File: src/rtl/adc_ctrl_pkg.sv
package adc_ctrl_pkg;
  typedef enum logic [1:0] {
    ST_IDLE = 2'd0,
    ST_XFER = 2'd1,
    ST_HOLD = 2'd2
  } ctrl_state_t;

  localparam int CMD_BITS = 5;  // start, sgl, ch[2:0]
endpackage

File: src/rtl/adc_sclk_gen.sv
module adc_sclk_gen #(
  parameter int HALF_DIV = 2
) (
  input  logic clk,
  input  logic rst_n,
  input  logic run_i,
  output logic sclk_o,
  output logic rise_o,
  output logic fall_o
);
  localparam int CW = (HALF_DIV > 1) ? $clog2(HALF_DIV) : 1;

  logic [CW-1:0] cnt_q, cnt_d;
  logic          sclk_q, sclk_d;
  logic          term;

  assign term   = run_i && (cnt_q == CW'(HALF_DIV - 1));
  assign rise_o = term && !sclk_q;
  assign fall_o = term && sclk_q;
  assign sclk_o = sclk_q;

  always_comb begin
    cnt_d  = cnt_q;
    sclk_d = sclk_q;
    if (!run_i) begin
      cnt_d  = '0;
      sclk_d = 1'b0;
    end else if (term) begin
      cnt_d  = '0;
      sclk_d = !sclk_q;
    end else begin
      cnt_d = cnt_q + CW'(1);
    end
  end

  always_ff @(posedge clk or negedge rst_n) begin
    if (!rst_n) begin
      cnt_q  <= '0;
      sclk_q <= 1'b0;
    end else begin
      cnt_q  <= cnt_d;
      sclk_q <= sclk_d;
    end
  end
endmodule

File: src/rtl/adc_rx_capture.sv
module adc_rx_capture #(
  parameter int RES_W  = 12,
  parameter int LEAD   = 7,
  parameter int EDGE_W = 5
) (
  input  logic              clk,
  input  logic              rst_n,
  input  logic              sample_i,
  input  logic [EDGE_W-1:0] bitno_i,
  input  logic              miso_i,
  output logic [RES_W-1:0]  res_o,
  output logic              echo_ok_o
);
  localparam int DATA_LO = LEAD + 1;
  localparam int DATA_HI = LEAD + RES_W;
  localparam int ECHO_HI = LEAD + 2 * RES_W - 1;

  logic [RES_W-1:0] res_q, res_d;
  logic [RES_W-2:0] echo_q, echo_d;
  logic             in_data, in_echo;

  assign in_data = (bitno_i >= EDGE_W'(DATA_LO)) && (bitno_i <= EDGE_W'(DATA_HI));
  assign in_echo = (bitno_i >  EDGE_W'(DATA_HI)) && (bitno_i <= EDGE_W'(ECHO_HI));

  always_comb begin
    res_d  = res_q;
    echo_d = echo_q;
    if (sample_i && in_data) res_d  = {res_q[RES_W-2:0], miso_i};
    if (sample_i && in_echo) echo_d = {miso_i, echo_q[RES_W-2:1]};
  end

  always_ff @(posedge clk or negedge rst_n) begin
    if (!rst_n) begin
      res_q  <= '0;
      echo_q <= '0;
    end else begin
      res_q  <= res_d;
      echo_q <= echo_d;
    end
  end

  assign res_o     = res_q;
  assign echo_ok_o = (echo_q == res_q[RES_W-1:1]);
endmodule

File: src/rtl/adc_conv_ctrl.sv
module adc_conv_ctrl #(
  parameter int HALF_DIV   = 2,
  parameter int CSH_CYCLES = 6,
  parameter int RES_W      = 12,
  parameter int CH_W       = 3
) (
  input  logic             clk,
  input  logic             rst_n,
  input  logic             start_i,
  input  logic [CH_W-1:0]  ch_i,
  input  logic             sgl_i,
  input  logic             ext_i,
  output logic             busy_o,
  output logic             done_o,
  output logic [RES_W-1:0] result_o,
  output logic             mismatch_o,
  output logic             cs_n_o,
  output logic             sclk_o,
  output logic             mosi_o,
  input  logic             miso_i
);
  import adc_ctrl_pkg::*;

  localparam int CMD_W    = CH_W + 2;
  localparam int LEAD     = CMD_W + 2;
  localparam int LAST_STD = LEAD + RES_W;
  localparam int LAST_EXT = LAST_STD + RES_W - 1;
  localparam int EDGE_W   = $clog2(LAST_EXT + 1);
  localparam int HW       = $clog2(CSH_CYCLES + 1);

  ctrl_state_t      state_q, state_d;
  logic [EDGE_W-1:0] edge_q, edge_d, bitno;
  logic [HW-1:0]    hcnt_q, hcnt_d;
  logic [CMD_W-1:0] cmd_q, cmd_d;
  logic             ext_q, ext_d;
  logic             cs_q, cs_d;
  logic             done_q, done_d;
  logic             mis_q, mis_d;
  logic [RES_W-1:0] resv_q, resv_d;
  logic             rise, fall, last_hit;
  logic [RES_W-1:0] rx_res;
  logic             rx_ok;

  adc_sclk_gen #(.HALF_DIV(HALF_DIV)) u_sclk (
    .clk(clk), .rst_n(rst_n), .run_i(state_q == ST_XFER),
    .sclk_o(sclk_o), .rise_o(rise), .fall_o(fall)
  );

  assign bitno = edge_q + EDGE_W'(1);

  adc_rx_capture #(.RES_W(RES_W), .LEAD(LEAD), .EDGE_W(EDGE_W)) u_rx (
    .clk(clk), .rst_n(rst_n), .sample_i(rise), .bitno_i(bitno),
    .miso_i(miso_i), .res_o(rx_res), .echo_ok_o(rx_ok)
  );

  assign last_hit = ext_q ? (edge_q == EDGE_W'(LAST_EXT))
                          : (edge_q == EDGE_W'(LAST_STD));

  always_comb begin
    state_d = state_q;
    edge_d  = edge_q;
    hcnt_d  = hcnt_q;
    cmd_d   = cmd_q;
    ext_d   = ext_q;
    cs_d    = cs_q;
    done_d  = 1'b0;
    mis_d   = mis_q;
    resv_d  = resv_q;
    unique case (state_q)
      ST_IDLE: begin
        if (start_i) begin
          state_d = ST_XFER;
          cs_d    = 1'b0;
          edge_d  = '0;
          cmd_d   = {1'b1, sgl_i, ch_i};
          ext_d   = ext_i;
        end
      end
      ST_XFER: begin
        if (rise) edge_d = bitno;
        if (fall) begin
          if (last_hit) begin
            state_d = ST_HOLD;
            cs_d    = 1'b1;
            hcnt_d  = '0;
            done_d  = 1'b1;
            resv_d  = rx_res;
            mis_d   = ext_q && !rx_ok;
          end else begin
            cmd_d = {cmd_q[CMD_W-2:0], 1'b0};
          end
        end
      end
      ST_HOLD: begin
        if (hcnt_q == HW'(CSH_CYCLES - 1)) state_d = ST_IDLE;
        else hcnt_d = hcnt_q + HW'(1);
      end
      default: state_d = ST_IDLE;
    endcase
  end

  always_ff @(posedge clk or negedge rst_n) begin
    if (!rst_n) begin
      state_q <= ST_IDLE;
      edge_q  <= '0;
      hcnt_q  <= '0;
      cmd_q   <= '0;
      ext_q   <= 1'b0;
      cs_q    <= 1'b1;
      done_q  <= 1'b0;
      mis_q   <= 1'b0;
      resv_q  <= '0;
    end else begin
      state_q <= state_d;
      edge_q  <= edge_d;
      hcnt_q  <= hcnt_d;
      cmd_q   <= cmd_d;
      ext_q   <= ext_d;
      cs_q    <= cs_d;
      done_q  <= done_d;
      mis_q   <= mis_d;
      resv_q  <= resv_d;
    end
  end

  assign busy_o     = (state_q != ST_IDLE);
  assign done_o     = done_q;
  assign result_o   = resv_q;
  assign mismatch_o = mis_q;
  assign cs_n_o     = cs_q;
  assign mosi_o     = cmd_q[CMD_W-1];
endmodule

File: config.mk
export PLATFORM = sky130hd
export DESIGN_NAME = adc_conv_ctrl
export DESIGN_NICKNAME = d
export VERILOG_FILES = /design/src/rtl/adc_ctrl_pkg.sv /design/src/rtl/adc_sclk_gen.sv /design/src/rtl/adc_rx_capture.sv /design/src/rtl/adc_conv_ctrl.sv
export SDC_FILE = /design/constraint.sdc
export NUM_CORES = 1
export LEC_CHECK = 0
export ABC_CLOCK_PERIOD_IN_PS = 5200
export CAP_MARGIN = 20
export CORE_ASPECT_RATIO = 1.75
export CORE_MARGIN = 1.5
export CORE_UTILIZATION = 55
export CTS_BUF_LIST = sky130_fd_sc_hd__clkbuf_4 sky130_fd_sc_hd__clkbuf_8 sky130_fd_sc_hd__clkbuf_16
export DETAILED_ROUTE_END_ITERATION = 12
export DONT_BUFFER_PORTS = 1
export PLACE_DENSITY = 0.69
export RECOVER_POWER = 100
export SYNTH_ARGS = -nofsm -noshare
export SYNTH_HDL_FRONTEND = slang
export SYNTH_SLANG_ARGS = --single-unit
File: constraint.sdc
create_clock -name clk -period 5.2 [get_ports clk]
set_clock_uncertainty 0.15 [all_clocks]
set_input_delay 1.3 -clock clk [delete_from_list [all_inputs] [get_ports clk]]
set_output_delay 1.3 -clock clk [all_outputs]
set_load 0.03 [all_outputs]
After elaboration in Yosys (flattened, before gate mapping)
Cells that the tools add are included.
{"block": "totals", "regBits": 56, "wordCells": 83}
{"block": "op_classes", "n_addsub": 3, "n_lt_le_gt_ge": 4, "n_eq_ne": 14, "muxes": 28, "n_reduce_logical": 21}
{"cell": "$mux W5", "count": 5}
{"cell": "$pmux W5 S2", "count": 2}
{"cell": "$reduce_and A4 Y1", "count": 4}
{"cell": "$ne A2 B2 Y1 const B", "count": 7}
{"cell": "$eq A11 B11 Y1", "count": 1}
{"cell": "$mux W1", "count": 11}
{"cell": "$eq A5 B5 Y1 const B", "count": 2}
{"cell": "$le A5 B5 Y1 const B", "count": 2}
{"cell": "$mux W3", "count": 3}
{"cell": "$logic_and A1 B1 Y1", "count": 8}
{"cell": "$mux W2", "count": 4}
{"cell": "$pmux W2 S3", "count": 1}
{"cell": "$pmux W3 S2", "count": 1}
{"cell": "$reduce_and A3 Y1", "count": 2}
{"cell": "$reduce_bool A2 Y1", "count": 3}
{"cell": "$add A5 B1 Y5 const B", "count": 1}
{"cell": "$ge A5 B4 Y1 const B", "count": 1}
{"cell": "$gt A5 B5 Y1 const B", "count": 1}
{"cell": "$add A3 B1 Y3 const B", "count": 1}
{"cell": "$eq A3 B3 Y1 const B", "count": 1}
{"cell": "$eq A2 B1 Y1 const B", "count": 1}
{"cell": "$eq A2 B2 Y1 const B", "count": 1}
{"cell": "$logic_not A1 Y1", "count": 2}
{"cell": "$logic_not A2 Y1", "count": 1}
{"cell": "4 further kinds", "count": 4}

Longest topological paths before layout
{"block": "depth", "depth_word": 5, "depth_mapped": 8, "ltp_nobuf": 7}

By module
A second synthesis with hierarchy kept.
{"block": "unflattened", "cells_unflattened": 219, "hier_area_um2": 2715.1}
{"mod": "adc_conv_ctrl", "instances": 1, "cells_per_inst": 126, "area_per_inst_um2": 1500.2, "seq_area_each_um2": 777.0}
{"mod": "adc_rx_capture", "instances": 1, "cells_per_inst": 85, "area_per_inst_um2": 1126.1, "seq_area_each_um2": 575.6}
{"mod": "adc_sclk_gen", "instances": 1, "cells_per_inst": 8, "area_per_inst_um2": 88.8, "seq_area_each_um2": 50.0}

Least setup slack after synthesis
OpenSTA, ideal clock, no wires.
{"block": "synth_path", "kind": "register to output", "startpoint": "reg state_q[0]", "endpoint": "out busy_o", "arrival_ns": 1.046, "required_time_ns": 3.750, "path_slack_ns": 2.704, "stages_incl_launch_ff": 3, "path_buffers": 1, "path_cell_list": "dfrtp_1 > clkbuf_1 > or2_2"}
{"block": "synth_via", "elab_chain_len": 1}
{"element": "from (decl)", "line": "adc_conv_ctrl.sv:31", "text": "ctrl_state_t state_q, state_d;"}
{"element": "from (signal assigned)", "line": "adc_conv_ctrl.sv:114", "text": "state_q <= state_d;"}
{"element": "$reduce_bool A2 Y1", "line": "adc_conv_ctrl.sv:126", "text": "assign busy_o = (state_q != ST_IDLE);"}
{"element": "to (decl)", "line": "adc_conv_ctrl.sv:13", "text": "output logic busy_o,"}
Every way passes these cells.

Final worst setup path
{"block": "layout_path", "startpoint": "reg state_q[0]", "endpoint": "reg u_rx.echo_q[3]"}
{"block": "layout_via", "elab_chain_len": 4}
{"element": "$eq A2 B1 Y1", "line": "adc_conv_ctrl.sv:45", "text": ".clk(clk), .rst_n(rst_n), .run_i(state_q == ST_XFER),"}
{"element": "$logic_and A1 B1 Y1", "line": "adc_sclk_gen.sv:17", "text": "assign term = run_i && (cnt_q == CW'(HALF_DIV - 1));"}
{"element": "$logic_and A1 B1 Y1", "line": "adc_sclk_gen.sv:18", "text": "assign rise_o = term && !sclk_q;"}
{"element": "$logic_and A1 B1 Y1", "line": "adc_rx_capture.sv:29", "text": "if (sample_i && in_echo) echo_d = {miso_i, echo_q[RES_W-2:1]};"}
{"element": "to (signal assigned)", "line": "adc_rx_capture.sv:38", "text": "echo_q <= echo_d;"}
{"element": "to (decl)", "line": "adc_rx_capture.sv:19", "text": "logic [RES_W-2:0] echo_q, echo_d;"}
Every way passes these cells.
A chain may end at the register's enable or synchronous reset.

==> out/metrics.cfg <==
[timing]
slew_headroom_pct = 17.2
finalSetupViolCount = 0
clock.fmax_mhz = 298
hold_viol = 0
tns_ns = 0
report.final.slew_viol_count = 0
fin_crit_sh_pct = 64.6
tightestPinTransition_ns = 1.24
rsz0062_at_grt = no
min_period_ns = 3.36

[placement]
place_congestion = 0.721
io_buffers = 0
dpl.hpwl_um = 3080
dp.cells = 238

[global_route]
grt_max_degree = 57
globalRouteOverflowTotal = 0
track_usage_pct = 19.6
antenna_found_initial = 0
grt_pass1_wl_um = 7250
grt_pass1_vias = 1583

[setup_path]
slowest_delay_ns = 0.94
crit_buf_inv = 0
crit_family = compound AO/OA/AOI/OAI gates
start_kind = flip-flop
cp-end-kind = flip-flop
path_max_fanout = 15
path_class = reg2reg
worstPathArrival_ns = 3.40
critical_path.cell_chain = nand2b_2 > or3b_1 > a311o_1 > a21oi_1 > mux2_2
crit_path_top_delay_cell = a21oi_1
required_ns = 5.24

[synthesis]
yosysWarningCount = 0
synthDominantCellAreaShare_pct = 54.5
synth_cell_types = 43
ys_seq_area_share_pct = 55.6
async_reset_ff_share_pct = 100
syn-instance-count = 191
synth-edff-count = 0
syn_area_per_cell_sq_um = 13.2
ys_seq_elements = 56
synth_area_sq_um = 2520
synthesis.nets = 204
synth_area_leaders = dfrtp_1, mux2_1, mux2_4, mux2_2, xnor2_1
synth_top_cell_by_area = dfrtp_1
synth_ff_type = dfrtp_1

[clocking]
cts_root_buffer = clkbuf_8
cts_buffers = 5
clkSlewWorstSetupHoldPaths_ns = 0.10
cts_max_level = 2
cts_sinks = 56
cts_setup_buffers = 0
postCtsResizedCells = 0
cts_tree = yes
clock_path_buffers = 2
ctsHoldBuffers = 0
clk_latency_ns = 0.30

[routing]
firstDrtPassIters = 4
vias = 1450
drtIter0Drc = 25
drc = 0
viasPerCell = 5.89
ant_nets = 0
wl_um = 4340
drt-wirelength-per-cell_um = 17.6

[floorplanning]
start_util_pct = 57.3
core_sq_um = 4400
die_y_um = 92.6
die_w_um = 54.2
row_count = 32
die-area_sq_um = 5020
io-pin-count = 27

[min_path]
hold_class = reg2reg

[power_and_ir_drop]
p_per_area_nw_per_um2 = 523
leakagePower_nw = 1.23
ir_worst_vdd_v = 0.000376

[finish]
drive_above_1_share_pct = 14.4
nets = 207
layout.cells.non_filler = 246
area_growth_pct = 4.56
diodes = 0

[flow_run]
max-cap-violations = 0

[run_status]
status = finished clean

synth_stat cells (2+ instances only):
| master | count |
|---|---|
| mux2_1 | 15 |
| a21oi_1 | 7 |
| nand2_1 | 8 |
| mux2i_1 | 4 |
| ha_1 | 4 |
| buf_6 | 2 |
| nor2b_1 | 2 |
| o22ai_1 | 2 |
| o21ai_0 | 5 |
| nor2_1 | 11 |
| nand4_1 | 2 |
| nand2b_1 | 3 |
| buf_2 | 2 |
| inv_1 | 5 |
| xnor2_1 | 13 |
| nand3_1 | 3 |
| mux2_2 | 12 |
| dfrtp_1 | 55 |
| xor2_1 | 3 |
| mux2_4 | 10 |
state kept, by name, summed over array words and instances (netlist names):
register and cells:
result_o 12, u_rx.res_o 12, u_rx.echo_q 11, cmd_q 5, edge_q 5, hcnt_q 3, state_q 2, cs_n_o 1
done_o 1, ext_q 1, mismatch_o 1, u_sclk.cnt_q 1, u_sclk.sclk_o 1
cells by family (layout without fill, tap and decap cells):
logic type | count (synthesis) | count (layout) | share of synthesized area (%)
flip-flops | 56 | 56 | 55.6
multiplexers | 41 | 41 | 19.6
AND/OR/NAND/NOR | 36 | 36 | 7.34
AO/OA/AOI/OAI | 27 | 27 | 7.49
XOR/XNOR | 16 | 16 | 5.55
buffers and inverters | 11 | 15 | 2.48
adder cells (fa/ha/maj) | 4 | 4 | 1.98
metal layers:
metal	share of wire [%]	global-route usage, %	up-vias
met5	0	0	-
met4	1.9	6.67	0
met3	4.6	4.19	7
met2	54	34.2	35
met1	39	22.5	736
li1	-	-	672
path summary, 6_finish.rpt:
| check | start | to | slack, ns | cells past startpoint |
|---|---|---|---|---|
| max | state_q[0]$_DFFE_PN0P_ | u_rx.echo_q[3]$_DFFE_PN0P_ | 1.84 | 5 |
| min | u_sclk.cnt_q$_DFF_PN0_ | u_sclk.cnt_q$_DFF_PN0_ | 0.37 | 1 |
| max reg2reg | state_q[0]$_DFFE_PN0P_ | u_rx.echo_q[3]$_DFFE_PN0P_ | 1.84 | 5 |
| min reg2reg | u_sclk.cnt_q$_DFF_PN0_ | u_sclk.cnt_q$_DFF_PN0_ | 0.37 | 1 |
| max in group asynchronous | rst_n | cs_n_o$_DFFE_PN1P_ | 4.20 | 0 |
| min in group asynchronous | rst_n | u_sclk.cnt_q$_DFF_PN0_ | 0.52 | 0 |
where the power goes:
group | switching (mW) | leakage [nW] | internal, mW
combinational | 0.176 | 0.434 | 0.185
clock | 0.133 | 0.0645 | 0.170
sequential | 0.170 | 0.735 | 0.546
cells in the final DEF, fill, tap and decap left out, types with 3 or more instances in the layout:
cell type	synthesis	layout
a21oi_1	7	8
clkbuf_8	0	7
dfrtp_1	55	55
ha_1	4	4
inv_1	5	5
mux2_1	15	18
mux2_2	12	15
mux2_4	10	4
mux2i_1	4	4
nand2_1	8	8
nand2b_1	3	3
nand3_1	3	3
nor2_1	11	11
o21ai_0	5	5
xnor2_1	13	13
xor2_1	3	3
stage by stage:
stage / hold WS [ns] / power [mW] / utilization [%] / worst slack, ns / cell area [sq um]
final: 0.370 / 1.38 / 59.9 / 1.84 / 2640
after global routing: 0.398 / 1.48 / 59.9 / 1.60 / 2640
after CTS: 0.372 / 1.42 / 61.0 / 2.12 / 2690
after detailed placement: 0.353 / 1.11 / 58.1 / 2.18 / 2560
after global placement: 0.331 / 1.08 / 57.9 / 2.31 / 2550
after floorplan: 0.319 / 1.01 / - / 2.70 / 2520
layout make-up:
| cell class | instances | area (sq um) |
|---|---|---|
| Clock buffer | 7 | 96.3 |
| Clock inverter | 1 | 30.0 |
| Fill cell | 357 | 1770 |
| Inverter | 5 | 18.8 |
| Multi-Input combinational cell | 124 | 1020 |
| Sequential cell | 56 | 1400 |
| Tap cell | 51 | 63.8 |
| Timing Repair Buffer | 2 | 7.51 |
No activity file was read; power rests on OpenSTA's default activity.
